### config.mk
export PLATFORM = sky130hd
export DESIGN_NAME = trap_classifier
export DESIGN_NICKNAME = d
export VERILOG_FILES = /design/src/rtl/trapcls_pkg.sv /design/src/rtl/trapcls_seq.sv /design/src/rtl/trapcls_decode.sv /design/src/rtl/trapcls_power.sv /design/src/rtl/trapcls_issue.sv /design/src/rtl/trap_classifier.sv
export SDC_FILE = /design/constraint.sdc
export NUM_CORES = 1
export LEC_CHECK = 0
export ABC_AREA = 1
export BUFFER_PORTS_ARGS = -buffer_cell sky130_fd_sc_hd__buf_2
export CAP_MARGIN = 20
export CORE_ASPECT_RATIO = 1.5
export CORE_MARGIN = 2
export CORE_UTILIZATION = 30
export CTS_CLUSTER_SIZE = 14
export DETAILED_ROUTE_END_ITERATION = 10
export HOLD_SLACK_MARGIN = 0.1
export PLACE_DENSITY = 0.48
export SYNTH_ARGS = -nofsm -noshare
export SYNTH_HDL_FRONTEND = slang
export SYNTH_HIERARCHICAL = 1
export SYNTH_SLANG_ARGS = --single-unit
### constraint.sdc
create_clock -name clk -period 2.3 [get_ports clk]
set_clock_uncertainty 0.15 [all_clocks]
set_input_delay 0.115 -clock clk [delete_from_list [all_inputs] [get_ports clk]]
set_output_delay 0.115 -clock clk [all_outputs]
set_load 0.005 [all_outputs]
### src/rtl/trapcls_pkg.sv
package trapcls_pkg;
    localparam int VEC_W = 8;
    localparam int TCC_W = 3;
    localparam int OPC_W = 4;
    localparam int REG_W = 4;
    localparam int CFG_W = 3;

    typedef enum logic [OPC_W-1:0] {
        OPC_OTHER    = 4'd0,
        OPC_SWAP_PSD = 4'd1,
        OPC_PUSH_ST  = 4'd2,
        OPC_MOD_BYTE = 4'd3,
        OPC_MOD_HALF = 4'd4,
        OPC_MOD_WORD = 4'd5,
        OPC_DW_ARITH = 4'd6,
        OPC_LONG_FP  = 4'd7,
        OPC_BYTE_STR = 4'd8,
        OPC_MEM_CTL  = 4'd9
    } opc_e;

    typedef enum logic [1:0] {
        PH_IDLE  = 2'd0,
        PH_INIT  = 2'd1,
        PH_FETCH = 2'd2,
        PH_EXEC  = 2'd3
    } phase_e;

    localparam logic [VEC_W-1:0] VEC_HWERR   = 8'h4C;
    localparam logic [VEC_W-1:0] VEC_IEXC    = 8'h4D;
    localparam logic [VEC_W-1:0] VEC_PWR_ON  = 8'h50;
    localparam logic [VEC_W-1:0] VEC_PWR_OFF = 8'h51;

    localparam logic [TCC_W-1:0] TCC_ENTRY_FAULT = 3'b111;
    localparam logic [TCC_W-1:0] TCC_BAD_VEC_OP  = 3'b110;
    localparam logic [TCC_W-1:0] TCC_BAD_MEMCFG  = 3'b001;
    localparam logic [TCC_W-1:0] TCC_BAD_REG     = 3'b000;

    typedef struct packed {
        logic             valid;
        logic [TCC_W-1:0] tcc;
    } exc_t;

    typedef struct packed {
        logic             valid;
        logic [VEC_W-1:0] vec;
        logic [TCC_W-1:0] tcc;
    } trap_t;

    function automatic logic vector_op_legal(opc_e op, logic is_intr);
        case (op)
            OPC_SWAP_PSD, OPC_PUSH_ST:               return 1'b1;
            OPC_MOD_BYTE, OPC_MOD_HALF, OPC_MOD_WORD: return is_intr;
            default:                                  return 1'b0;
        endcase
    endfunction

    function automatic logic memcfg_legal(logic [CFG_W-1:0] cfg);
        return (cfg == 3'b100) || (cfg == 3'b010) || (cfg == 3'b101) ||
               (cfg == 3'b001) || (cfg == 3'b011);
    endfunction
endpackage

### src/rtl/trapcls_seq.sv
module trapcls_seq
    import trapcls_pkg::*;
(
    input  logic   clk,
    input  logic   rst,
    input  logic   entry_start,
    input  logic   entry_is_intr,
    input  logic   exec_done,
    output phase_e phase,
    output logic   is_intr
);
    phase_e phase_q;
    logic   intr_q;

    always_ff @(posedge clk) begin
        if (rst) begin
            phase_q <= PH_IDLE;
            intr_q  <= 1'b0;
        end else if (entry_start) begin
            phase_q <= PH_INIT;
            intr_q  <= entry_is_intr;
        end else begin
            case (phase_q)
                PH_INIT:  phase_q <= PH_FETCH;
                PH_FETCH: phase_q <= PH_EXEC;
                PH_EXEC:  if (exec_done) phase_q <= PH_IDLE;
                default:  phase_q <= phase_q;
            endcase
        end
    end

    assign phase   = phase_q;
    assign is_intr = intr_q;
endmodule

### src/rtl/trapcls_decode.sv
module trapcls_decode
    import trapcls_pkg::*;
(
    input  phase_e           phase,
    input  logic             is_intr,
    input  logic             exec_valid,
    input  logic [OPC_W-1:0] op_class,
    input  logic [CFG_W-1:0] mem_cfg,
    input  logic [REG_W-1:0] reg_num,
    input  logic             proc_fault,
    output exc_t             exc,
    output logic             pdf_set
);
    opc_e op;
    logic entry_fault, bad_vec_op, bad_cfg, bad_reg;

    always_comb begin
        op          = opc_e'(op_class);
        entry_fault = proc_fault && (phase != PH_IDLE);
        bad_vec_op  = exec_valid && (phase == PH_EXEC) && !vector_op_legal(op, is_intr);
        bad_cfg     = exec_valid && (op == OPC_MEM_CTL) && !memcfg_legal(mem_cfg);
        bad_reg     = exec_valid &&
                      (((op == OPC_DW_ARITH) && reg_num[0]) ||
                       (((op == OPC_LONG_FP) || (op == OPC_BYTE_STR) ||
                         (op == OPC_MEM_CTL)) && (reg_num == '0)));

        exc.valid = entry_fault | bad_vec_op | bad_cfg | bad_reg;
        if (entry_fault)     exc.tcc = TCC_ENTRY_FAULT;
        else if (bad_vec_op) exc.tcc = TCC_BAD_VEC_OP;
        else if (bad_cfg)    exc.tcc = TCC_BAD_MEMCFG;
        else                 exc.tcc = TCC_BAD_REG;

        pdf_set = proc_fault | bad_vec_op | bad_cfg;
    end
endmodule

### src/rtl/trapcls_power.sv
module trapcls_power #(
    parameter int OUTAGE_LIMIT = 1000
) (
    input  logic clk,
    input  logic rst,
    input  logic pwr_down,
    input  logic pon_take,
    input  logic poff_take,
    output logic pon_req,
    output logic poff_req
);
    localparam int CNT_W = $clog2(OUTAGE_LIMIT + 1);
    localparam logic [CNT_W-1:0] LIMIT_C = CNT_W'(OUTAGE_LIMIT);

    logic [CNT_W-1:0] cnt_q;
    logic down_q, pon_pend_q, poff_pend_q;
    logic rise, fall;

    assign rise     = pwr_down & ~down_q;
    assign fall     = ~pwr_down & down_q;
    assign pon_req  = pon_pend_q | (fall && (cnt_q < LIMIT_C));
    assign poff_req = poff_pend_q | rise;

    always_ff @(posedge clk) begin
        if (rst) begin
            cnt_q       <= '0;
            down_q      <= 1'b0;
            pon_pend_q  <= 1'b0;
            poff_pend_q <= 1'b0;
        end else begin
            down_q      <= pwr_down;
            pon_pend_q  <= pon_req & ~pon_take;
            poff_pend_q <= poff_req & ~poff_take;
            if (!pwr_down)             cnt_q <= '0;
            else if (cnt_q != LIMIT_C) cnt_q <= cnt_q + 1'b1;
        end
    end
endmodule

### src/rtl/trapcls_issue.sv
module trapcls_issue
    import trapcls_pkg::*;
(
    input  logic             clk,
    input  logic             rst,
    input  exc_t             exc,
    input  logic             err_req,
    input  logic             poff_req,
    input  logic             pon_req,
    input  logic             trap_ack,
    output logic             take_err,
    output logic             take_poff,
    output logic             take_pon,
    output logic             free,
    output logic             trap_req,
    output logic [VEC_W-1:0] trap_vec,
    output logic [TCC_W-1:0] trap_tcc
);
    logic  busy_q, req_q;
    trap_t nxt, held_q;

    assign free = !busy_q || trap_ack;

    always_comb begin
        nxt       = '0;
        take_err  = 1'b0;
        take_poff = 1'b0;
        take_pon  = 1'b0;
        if (free) begin
            if (exc.valid) begin
                nxt = '{valid: 1'b1, vec: VEC_IEXC, tcc: exc.tcc};
            end else if (err_req) begin
                nxt      = '{valid: 1'b1, vec: VEC_HWERR, tcc: '0};
                take_err = 1'b1;
            end else if (poff_req) begin
                nxt       = '{valid: 1'b1, vec: VEC_PWR_OFF, tcc: '0};
                take_poff = 1'b1;
            end else if (pon_req) begin
                nxt      = '{valid: 1'b1, vec: VEC_PWR_ON, tcc: '0};
                take_pon = 1'b1;
            end
        end
    end

    always_ff @(posedge clk) begin
        if (rst) begin
            busy_q <= 1'b0;
            req_q  <= 1'b0;
            held_q <= '0;
        end else begin
            req_q <= nxt.valid;
            if (nxt.valid) begin
                busy_q <= 1'b1;
                held_q <= nxt;
            end else if (trap_ack) begin
                busy_q <= 1'b0;
            end
        end
    end

    assign trap_req = req_q;
    assign trap_vec = held_q.vec;
    assign trap_tcc = held_q.tcc;
endmodule

### src/rtl/trap_classifier.sv
module trap_classifier
    import trapcls_pkg::*;
#(
    parameter int OUTAGE_LIMIT = 1000
) (
    input  logic             clk,
    input  logic             rst,
    input  logic             entry_start,
    input  logic             entry_is_intr,
    input  logic             exec_done,
    input  logic             exec_valid,
    input  logic [OPC_W-1:0] op_class,
    input  logic [CFG_W-1:0] mem_cfg,
    input  logic [REG_W-1:0] reg_num,
    input  logic             proc_fault,
    input  logic             hw_err,
    input  logic             reg_altered,
    input  logic             retry_inhibit,
    input  logic             pwr_down,
    input  logic             interruptible,
    input  logic             pdf_clr,
    input  logic             trap_ack,
    output logic             trap_req,
    output logic [VEC_W-1:0] trap_vec,
    output logic [TCC_W-1:0] trap_tcc,
    output logic             retry_grant,
    output logic             pdf_flag,
    output logic             in_entry
);
    phase_e phase;
    logic   is_intr;
    exc_t   exc;
    logic   pdf_set;
    logic   pon_req, poff_req, take_err, take_poff, take_pon, issue_free;
    logic   retry_ok, err_req, err_pend_q, retry_q, pdf_q;
    logic   exc_hit;

    trapcls_seq u_seq (
        .clk(clk), .rst(rst), .entry_start(entry_start),
        .entry_is_intr(entry_is_intr), .exec_done(exec_done),
        .phase(phase), .is_intr(is_intr)
    );

    trapcls_decode u_dec (
        .phase(phase), .is_intr(is_intr), .exec_valid(exec_valid),
        .op_class(op_class), .mem_cfg(mem_cfg), .reg_num(reg_num),
        .proc_fault(proc_fault), .exc(exc), .pdf_set(pdf_set)
    );

    trapcls_power #(.OUTAGE_LIMIT(OUTAGE_LIMIT)) u_pwr (
        .clk(clk), .rst(rst), .pwr_down(pwr_down),
        .pon_take(take_pon), .poff_take(take_poff),
        .pon_req(pon_req), .poff_req(poff_req)
    );

    trapcls_issue u_iss (
        .clk(clk), .rst(rst), .exc(exc), .err_req(err_req),
        .poff_req(poff_req & interruptible), .pon_req(pon_req),
        .trap_ack(trap_ack), .take_err(take_err), .take_poff(take_poff),
        .take_pon(take_pon), .free(issue_free), .trap_req(trap_req),
        .trap_vec(trap_vec), .trap_tcc(trap_tcc)
    );

    assign in_entry = (phase != PH_IDLE);
    assign retry_ok = !in_entry && !reg_altered && !retry_inhibit;
    assign err_req  = err_pend_q | (hw_err & ~retry_ok);
    assign exc_hit  = exc.valid;

    always_ff @(posedge clk) begin
        if (rst) begin
            retry_q    <= 1'b0;
            err_pend_q <= 1'b0;
            pdf_q      <= 1'b0;
        end else begin
            retry_q    <= hw_err & retry_ok;
            err_pend_q <= err_req & ~take_err;
            if (pdf_set)      pdf_q <= 1'b1;
            else if (pdf_clr) pdf_q <= 1'b0;
        end
    end

    assign retry_grant = retry_q;
    assign pdf_flag    = pdf_q;
endmodule

==> results.cfg <==
[finish]
final_cells = 376
fin_area_um2 = 2110
syn_to_final_growth_pct = 29.0
drive_gt1_share_pct = 22.2
n_antenna_cell = 0
fillers = 607
nets = 338

[floorplanning]
dieWidth_um = 64.4
num_io_pins = 40
initial_core_util_pct = 30.5
die_y_um = 94.5
core_region_area_um2 = 5370
rows = 33
dieArea_um2 = 6080

[grt]
grt_pass1_vias = 1557
grt_pass1_wl_mm = 6.15
globalRouteTotalUtil_pct = 12.5
antenna_found_initial = 0
grt_max_degree = 17
met2_usage_pct = 24.6
met1_usage_pct = 13.3
overflow = 0
use_met3_pct = 1.55
top_usage_layer = met2

[yosys]
synth_xor_area_share_pct = 0.534
synth_top_family_by_area = simple AND/OR/NAND/NOR gates
synthTopCellsByArea = dfxtp_1 34%, nand2_1 15%, inv_1 11%
synth_edf_count = 0
postSynthAreaPerCell_um2 = 6.48
synthesis.instances = 253
syn-cell-area_um2 = 1640
synth_flop_cell = dfxtp_1
synth_most_common_cell = nand2_1
synth_compound_area_share_pct = 8.24
synth_top_area_share_pct = 34.2
synth.cells.most_frequent = 64 x nand2_1, 48 x inv_1, 34 x nor2_1
synth-seq-cells = 28
synth_cell_types = 28
yosysWarnings = 6
synthMuxAreaShare_pct = 0.611
yosysTopAreaCell = dfxtp_1
ys_async_sr_fraction_pct = 0
seq_area_frac_synth_pct = 34.2
synthSimpleGateAreaFrac_pct = 37.6
synth_fa_ha_area_share_pct = 4.58

[routing]
via_per_inst = 4.24
drtIter0Drc = 43
vias = 1595
ant_nets = 0
first_pass_iters = 4
drc = 0
wl_per_cell_um = 8.86
routed_wirelength_mm = 3.33

[place]
placed_cell_area_um2 = 1880
dp_hpwl_mm = 2.65
gp_congestion = 0.742
io_buffers = 36
dpl.cell_count = 356

[critical_path]
endpoint = u_pwr/pon_pend_q
worst-setup-path-type = input pin to flip-flop
path_buf_inv = 4
crit_family = buffers and inverters
startpoint = reg_altered
crit_slowest_cell = dlygate4sd3_1
cp-start-kind = input pin
reg2reg_setup_slack_ps = 290
r2r_end = u_seq/phase[1]
slowest_delay_ps = 570
cp.depth = 12
critPathRequiredTime_ps = 2330
crit_path_cell_trace = dlygate4sd3_1, buf_2, nor2_1, dlygate4sd3_1, nand2_2, nand2_1, nand2_1, inv_2, nand2_2, nor4_2, or2_2, a21oi_1
crit_arrival_ps = 2130
setup.worst_path.end_class = flip-flop
rr_startpoint = u_seq/phase[0]
worst-r2r-cell-count = 7
crit_path_max_fanout = 3

[timing]
post-route-min-period_ps = 2110
finalSetupViolCount = 0
rsz0062_at_grt = false
finalCritPeriodShare_pct = 91.6
slew_violations = 0
holdWs_ps = 235
final-hold-violation-count = 0
setup_tns_ps = 0
fmax_mhz = 475

[clocking]
path_clk_slew_ps = 100
clock_latency_ps = 280
clock_path_buffers = 2
cts-root-buf = clkbuf_8
cts_buffers = 3
htree_levels = 1
cts_tree = done
cts_sinks = 28

[worst_hold_path]
min_path_type = input pin to flip-flop

[power]
p_clk_share_pct = 33.9
p_leak_uw = 0.00109
pwr-share-seq_pct = 46.5
power_frac_comb_pct = 19.6
internal_power_uw = 852
swShare_pct = 26.0
irDropWorstVdd_v = 0.000220
p_sw_uw = 299
power_density_nw_per_um2 = 544
power_uw = 1150

[outcome]
status = finished clean

[flow_run]
maxCapViolCount = 0
[worst reg2reg max path, cell delays in order, from the launching register on]
cell           delay [ps]
dfxtp_1               480
inv_1                  80
ha_1                  290
o21ai_0               210
nand2_1                80
nand2_1                60
dlygate4sd3_1         540
nor2_1                 40
[kinds of logic (layout without fill, tap and decap cells)]
kind of cell    count (synthesis)  in the layout
flops                          28             28
other cells                     1              3
compound gates                 25             25
simple gates                  135            135
fa+ha+maj                       6              6
buf+inv                        56            107
xor+xnor                        1              1
mux                             1              1
[state kept, by name, summed over array words and instances, names as in the netlist]
signal	count
u_seq/phase	2
u_pwr/down_q	1
u_iss/trap_vec	4
retry_grant	1
u_pwr/pon_pend_q	1
u_pwr/poff_pend_q	1
err_pend_q	1
u_seq/is_intr	1
u_iss/trap_tcc	3
u_iss/trap_req	1
u_iss/busy_q	1
u_pwr/cnt_q	10
pdf_flag	1
[area by class of cell]
cell class	count	area, um2	area share, %
inverters	51	191	9.05
multi-input cells	171	863	40.8
clock inverters	1	30.0	1.42
clock buffers	3	41.3	1.95
repair buffers	52	340	16.1
flip-flops and latches	28	561	26.5
well taps	70	87.6	4.14
[power groups by stage]
stage / registers [uW] / logic [uW] / clock network (uW)
after floorplan: 546 / 138 / 0
after global placement: 546 / 205 / 0
after detailed placement: 547 / 204 / 0
after CTS: 536 / 227 / 406
after global routing: 540 / 266 / 423
final: 535 / 226 / 391
[what timing repair did]
item / in CTS / in global routing
hold buffers: 16 / 0
setup endpoints to repair: 0 / 1
setup buffers: 0 / 0
resized for setup: 0 / 2
endpoints found under the hold margin: 16 / 0
[cells in the final DEF, fill, tap and decap left out]
cell | synthesis | final
buf_2 | 0 | 36
nand3_1 | 9 | 9
a21oi_2 | 1 | 1
clkbuf_8 | 0 | 3
xor2_1 | 1 | 1
nand2_4 | 2 | 2
conb_1 | 1 | 3
or2_2 | 1 | 1
o21ai_0 | 7 | 7
nand3_2 | 3 | 3
inv_1 | 48 | 47
o21a_1 | 1 | 1
inv_2 | 3 | 4
nor2_4 | 1 | 1
nor2_2 | 6 | 6
ha_1 | 6 | 6
bufinv_16 | 0 | 1
or2_1 | 1 | 1
or2_0 | 1 | 1
nor3_1 | 3 | 3
o21ai_2 | 1 | 1
nand2_1 | 64 | 64
nor2_1 | 34 | 34
nor3b_2 | 1 | 1
mux2i_1 | 1 | 1
nand4_1 | 1 | 1
a21oi_1 | 15 | 15
nand2_2 | 7 | 7
nor4_2 | 0 | 1
dfxtp_1 | 28 | 28
dlygate4sd3_1 | 0 | 16
[per-layer routing]
metal / routed length, um / share of wire [%]
met5: 0 / 0
met4: 62 / 1.9
met2: 1790 / 54
met1: 1370 / 41
met3: 109 / 3.3
[stage by stage]
step,setup slack (ps),utilization (%)
floorplan,540,-
finish,193,39.4
CTS,176,39.3
detailed placement,355,35.0
global placement,397,35.0
global route,37.0,39.4
[worst min-delay path by stage]
stage                       start           endpoint  slack (ps)  depth (start not counted)
floorplan                     rst  u_iss/trap_vec[3]          30                          1
global placement    entry_is_intr      u_seq/is_intr         210                          3
detailed placement  entry_is_intr      u_seq/is_intr         210                          3
CTS                 interruptible  u_iss/trap_vec[4]         220                          7
global route           proc_fault  u_iss/trap_tcc[0]         320                          7
finish              interruptible  u_iss/trap_vec[0]         230                          7
(Power assumes the default switching activity.)
